`src/rtl/dcd_pkg.sv`:
```
package dcd_pkg;

    // Configuration write-data field positions
    localparam int unsigned CFG_W        = 3;
    localparam int unsigned CFG_SHORT    = 0;
    localparam int unsigned CFG_CLR_STAT = 1;
    localparam int unsigned CFG_ERR_EN   = 2;

    typedef struct packed {
        logic short_sel;
        logic err_en;
    } cfg_t;

    typedef struct packed {
        logic msg;
        logic sys_err_n;
    } err_t;

endpackage

```
`src/rtl/dcd_cfg.sv`:
```
module dcd_cfg
    import dcd_pkg::*;
(
    input  logic             clk_i,
    input  logic             rst_ni,
    input  logic             wr_i,
    input  logic [CFG_W-1:0] wdata_i,
    output cfg_t             cfg_o
);

    cfg_t cfg_d, cfg_q;

    always_comb begin
        cfg_d = cfg_q;
        if (wr_i) begin
            cfg_d.short_sel = wdata_i[CFG_SHORT];
            cfg_d.err_en    = wdata_i[CFG_ERR_EN];
        end
    end

    always_ff @(posedge clk_i or negedge rst_ni) begin
        if (!rst_ni) cfg_q <= '0;
        else         cfg_q <= cfg_d;
    end

    assign cfg_o = cfg_q;

endmodule

```
`src/rtl/dcd_counter.sv`:
```
module dcd_counter #(
    parameter int unsigned LONG_EXP  = 15,
    parameter int unsigned SHORT_EXP = 10
) (
    input  logic clk_i,
    input  logic rst_ni,
    input  logic queued_i,
    input  logic claimed_i,
    input  logic short_sel_i,
    output logic expire_o,
    output logic discard_o
);

    localparam int unsigned CNT_W = LONG_EXP;
    localparam logic [CNT_W-1:0] LONG_LAST  = {CNT_W{1'b1}};
    localparam logic [CNT_W-1:0] SHORT_LAST = CNT_W'((64'd1 << SHORT_EXP) - 64'd1);

    typedef struct packed {
        logic             active;
        logic [CNT_W-1:0] cnt;
        logic             discard;
    } cnt_st_t;

    cnt_st_t st_d, st_q;
    logic [CNT_W-1:0] last;
    logic             expire;

    assign last = short_sel_i ? SHORT_LAST : LONG_LAST;

    always_comb begin
        st_d         = st_q;
        st_d.discard = 1'b0;
        expire       = 1'b0;
        if (queued_i) begin
            st_d.active = 1'b1;
            st_d.cnt    = '0;
        end else if (claimed_i) begin
            st_d.active = 1'b0;
            st_d.cnt    = '0;
        end else if (st_q.active) begin
            if (st_q.cnt >= last) begin
                expire       = 1'b1;
                st_d.active  = 1'b0;
                st_d.cnt     = '0;
                st_d.discard = 1'b1;
            end else begin
                st_d.cnt = st_q.cnt + CNT_W'(1);
            end
        end
    end

    always_ff @(posedge clk_i or negedge rst_ni) begin
        if (!rst_ni) st_q <= '0;
        else         st_q <= st_d;
    end

    assign expire_o  = expire;
    assign discard_o = st_q.discard;

endmodule

```
`src/rtl/dcd_status.sv`:
```
module dcd_status (
    input  logic clk_i,
    input  logic rst_ni,
    input  logic set_i,
    input  logic clr_i,
    output logic status_o
);

    logic stat_d, stat_q;

    always_comb begin
        stat_d = stat_q;
        if (clr_i) stat_d = 1'b0;
        if (set_i) stat_d = 1'b1;
    end

    always_ff @(posedge clk_i or negedge rst_ni) begin
        if (!rst_ni) stat_q <= 1'b0;
        else         stat_q <= stat_d;
    end

    assign status_o = stat_q;

endmodule

```
`src/rtl/dcd_err.sv`:
```
module dcd_err
    import dcd_pkg::*;
(
    input  logic clk_i,
    input  logic rst_ni,
    input  logic expire_i,
    input  logic err_en_i,
    input  logic fwd_i,
    input  logic pcix_i,
    output err_t err_o
);

    err_t err_d, err_q;
    logic fire;

    assign fire = expire_i && err_en_i && !pcix_i;

    always_comb begin
        err_d.msg       = fire && fwd_i;
        err_d.sys_err_n = !(fire && !fwd_i);
    end

    always_ff @(posedge clk_i or negedge rst_ni) begin
        if (!rst_ni) begin
            err_q.msg       <= 1'b0;
            err_q.sys_err_n <= 1'b1;
        end else begin
            err_q <= err_d;
        end
    end

    assign err_o = err_q;

endmodule

```
`src/rtl/dcd_timer.sv`:
```
module dcd_timer
    import dcd_pkg::*;
#(
    parameter int unsigned LONG_EXP  = 15,
    parameter int unsigned SHORT_EXP = 10
) (
    input  logic             clk_i,
    input  logic             rst_ni,
    input  logic             cpl_queued_i,
    input  logic             cpl_claimed_i,
    input  logic             cfg_wr_i,
    input  logic [CFG_W-1:0] cfg_wdata_i,
    input  logic             fwd_mode_i,
    input  logic             pcix_mode_i,
    output logic             discard_o,
    output logic             status_o,
    output logic             err_msg_o,
    output logic             sys_err_n_o
);

    cfg_t cfg;
    err_t err;
    logic expire;

    dcd_cfg u_cfg (
        .clk_i   (clk_i),
        .rst_ni  (rst_ni),
        .wr_i    (cfg_wr_i),
        .wdata_i (cfg_wdata_i),
        .cfg_o   (cfg)
    );

    dcd_counter #(
        .LONG_EXP  (LONG_EXP),
        .SHORT_EXP (SHORT_EXP)
    ) u_cnt (
        .clk_i       (clk_i),
        .rst_ni      (rst_ni),
        .queued_i    (cpl_queued_i),
        .claimed_i   (cpl_claimed_i),
        .short_sel_i (cfg.short_sel),
        .expire_o    (expire),
        .discard_o   (discard_o)
    );

    dcd_status u_stat (
        .clk_i    (clk_i),
        .rst_ni   (rst_ni),
        .set_i    (expire),
        .clr_i    (cfg_wr_i && cfg_wdata_i[CFG_CLR_STAT]),
        .status_o (status_o)
    );

    dcd_err u_err (
        .clk_i    (clk_i),
        .rst_ni   (rst_ni),
        .expire_i (expire),
        .err_en_i (cfg.err_en),
        .fwd_i    (fwd_mode_i),
        .pcix_i   (pcix_mode_i),
        .err_o    (err)
    );

    assign err_msg_o   = err.msg;
    assign sys_err_n_o = err.sys_err_n;

endmodule

```
`config.mk`:
```
export PLATFORM = sky130hd
export DESIGN_NAME = dcd_timer
export DESIGN_NICKNAME = d
export VERILOG_FILES = /design/src/rtl/dcd_pkg.sv /design/src/rtl/dcd_cfg.sv /design/src/rtl/dcd_counter.sv /design/src/rtl/dcd_status.sv /design/src/rtl/dcd_err.sv /design/src/rtl/dcd_timer.sv
export SDC_FILE = /design/constraint.sdc
export NUM_CORES = 1
export LEC_CHECK = 0
export BUFFER_PORTS_ARGS = -buffer_cell sky130_fd_sc_hd__buf_4
export CAP_MARGIN = 20
export CORE_ASPECT_RATIO = 1.4
export CORE_MARGIN = 2
export CORE_UTILIZATION = 55
export CTS_CLUSTER_DIAMETER = 60
export DETAILED_ROUTE_END_ITERATION = 7
export GPL_ROUTABILITY_DRIVEN = 0
export GPL_TIMING_DRIVEN = 1
export PLACE_DENSITY = 0.77
export SYNTH_ARGS = -nofsm -noshare
export SYNTH_HDL_FRONTEND = slang
export SYNTH_SLANG_ARGS = --single-unit
```
`constraint.sdc`:
```
create_clock -name clk_i -period 5 [get_ports clk_i]
set_clock_uncertainty 0.2 [all_clocks]
set_input_delay 0.5 -clock clk_i [delete_from_list [all_inputs] [get_ports clk_i]]
set_output_delay 0.5 -clock clk_i [all_outputs]
set_load 0.01 [all_outputs]
```
==> reports/summary.txt <==
outcome: completed
IO Pins: 14
Fmax: 382 MHz
most common cell after layout, fill and taps aside: dfrtp_1
Fill cells: 185
non-filler cells, final: 159
Hold EP: u_err.err_o[0]$_DFF_PN1_
die width: 44.0 um
sequential area share after synthesis: 44.9%
initial antenna violation count: 0
Reg-to-Reg End: u_cnt.st_q[3]$_DFFE_PN0P_
R2R Path Start: u_cfg.cfg_o[1]$_DFFE_PN0P_
GRT Util Overall: 21.4%
CTS tree: done
layout cells sized above 1: 23.4%
vias in the first global route: 959
largest net degree at the start of global routing: 23
Clk pin slew, worst setup/hold paths: 0.12 ns
Max-cap violations: 0
post-detail-place hpwl: 1.71 mm
hold path cells: 3
placed cell count: 154
Design Power: 0.308 mW
clk_lat worst skew: 0.31 ns
Area contributors post-synth: dfrtp_1 (43%), ha_1 (6.1%), nand2_1 (5.2%)
drt wl/cell: 14.1 um
Critical Path Fanout Max: 12
Pre-Repair DR Iteration Count: 4
Slew Viols, Final: 0
Max Buffers Root-to-Sink: 2
Synth cell types: 39
Mapped Area: 1230 um2
num rows: 20
Req. time, crit path: 5.04 ns
Initial Utilization: 57.2%
setup TNS: 0 ns
CP Capture Type: register
synth-to-layout area growth: 11.9%
core region area: 2150 um2
root buf cell: clkbuf_4
Detailed Route WL: 2.24 mm
final hold violation count: 0
#FFs+latches synth: 22
Overflow after GRT: 0
Worst setup startpoint: u_cfg.cfg_o[1]$_DFFE_PN0P_
CP Launch Type: register
worst hold path type: primary input to register
worst reg-to-reg setup slack: 2.38 ns
slowest stage delay, CP: 0.49 ns
max_slew headroom: 48.6%
Die Height: 60.0 um
Placed Area: 1330 um2
first-iteration detailed-routing DRC count: 27
Buffers on Ports: 13
Util after Layout: 64.0%
Finished Cell Area: 1380 um2
R2R cell count: 6
die area: 2640 um2
total number of vias: 944
Arr. time, crit path: 2.66 ns
ant diodes: 0
Max VDD drop: 0.153 mV
global-route wire length before repair: 4.17 mm
Mapped Avg Cell Area: 10.1 um2
top cell type's share of synthesized area: 42.7%
nets@finish: 154
H-tree Lvls: 1
Synth Instances: 122
Setup Crit Path Kind: register to register
commonest cells after routing, fill and taps aside: dfrtp_1 (21), nand2_1 (17), buf_4 (13), nor2_1 (8), xnor2_1 (7)
Mapped Nets: 138
Resize count post-CTS: 0
period utilization: 52.3%
Remaining DRCs: 0
final-report setup violation count: 0
clk sinks: 22
worst-margin pin slew: 0.765 ns
crit-path cells: ha_1 > and4_4 > a221o_1 > or3_4 > or4b_1 > o21ai_1
Synth area leader: dfrtp_1
vias per inst: 5.94
Num CTS Buffers: 3
DRT antenna net count: 0
HP Start: fwd_mode_i
Power Density: 224 nW/um2
Slowest-stage cell, CP: or4b_1
Leak: 0.616 nW
Ys Warns: 0
minimum clock period: 2.62 ns
RSZ-0062 raised after global routing: no
[kinds of logic after synthesis]
group | Yosys count | synth area share [%]
muxes | 2 | 1.83
AOI/OAI and AO/OA | 24 | 15.3
DFF | 22 | 44.9
adders and majority gates | 6 | 6.10
buffers and inverters | 9 | 3.97
and+or+nand+nor | 51 | 22.3
xor gates and xnor gates | 8 | 5.70
[cell usage after synthesis (all sizes together)]
library cell,number
inv,5
and3,2
and4b,1
o21ai,9
xor2,1
nor4,4
nand4,2
o311a,1
o31a,2
a22o,2
mux2,2
o31ai,1
or4b,2
nand2,17
dfrtp,21
a221o,1
a21oi,1
nor2,8
clkbuf,2
dfstp,1
and4,1
ha,6
or3,2
a21o,2
buf,2
nand3,4
nor4b,1
o22ai,1
a31o,1
a211oi,1
or2,1
xnor2,7
nor3,6
a211o,2
[worst max-delay path, delay by kind of cell (launching register included)]
family,cells,cell delay [ns]
fa+ha+maj,1,0.33
compound gates,2,0.44
simple gates,3,1.13
flops,1,0.46
[worst max-delay path by stage]
stage	to	slack [ns]
after floorplan	u_cnt.st_q[5]$_DFFE_PN0P_	2.44
after global placement	u_cnt.st_q[5]$_DFFE_PN0P_	2.48
after detailed placement	u_cnt.st_q[3]$_DFFE_PN0P_	2.42
after CTS	u_cnt.st_q[3]$_DFFE_PN0P_	2.38
after global routing	u_cnt.st_q[12]$_DFFE_PN0P_	2.22
final	u_cnt.st_q[3]$_DFFE_PN0P_	2.38
[registers in the layout, indices dropped and copies added (netlist names)]
register	cells
u_cfg.cfg_o	2
u_cnt.discard_o	1
u_stat.status_o	1
u_cnt.st_q	16
u_err.err_o	2
[repair_timing]
item,in CTS,in global routing
buffers inserted,0,0
hold endpoints to repair,21,0
hold buffers,1,0
[through the flow]
| step | hold slack [ns] | setup WS, ns |
|---|---|---|
| 2_1_floorplan | 0.00441 | 2.44 |
| 3_3_place_gp | 0.200 | 2.48 |
| 4_1_cts | 0.192 | 2.38 |
| 5_1_grt | 0.196 | 2.22 |
| 3_5_place_dp | 0.205 | 2.42 |
| 6_report | 0.202 | 2.38 |
[power by group]
part	leakage (nW)	switching, mW	internal [mW]	total (mW)
sequential	0.296	0.00309	0.181	0.184
clock	0.0210	0.0528	0.0445	0.0973
combinational	0.299	0.0139	0.0129	0.0268
[layout make-up]
| cell class | count | area (um2) | area share [%] |
|---|---|---|---|
| multi-input combinational | 91 | 629 | 45.7 |
| tap | 22 | 27.5 | 2.00 |
| inverter | 5 | 18.8 | 1.36 |
| timing repair buffer | 15 | 113 | 8.18 |
| clock buffer | 4 | 36.3 | 2.64 |
| sequential | 22 | 552 | 40.1 |
[routing by layer]
layer / track usage, % / wire length, um / share of wire (%) / up-vias
met5: 0 / 0 / 0 / -
met4: 11.3 / 57 / 2.5 / 0
met3: 1.81 / 48 / 2.1 / 7
met2: 36.1 / 1140 / 51 / 9
met1: 26.7 / 998 / 45 / 456
li1: - / - / - / 472
Power figures use the tool's default switching activity.
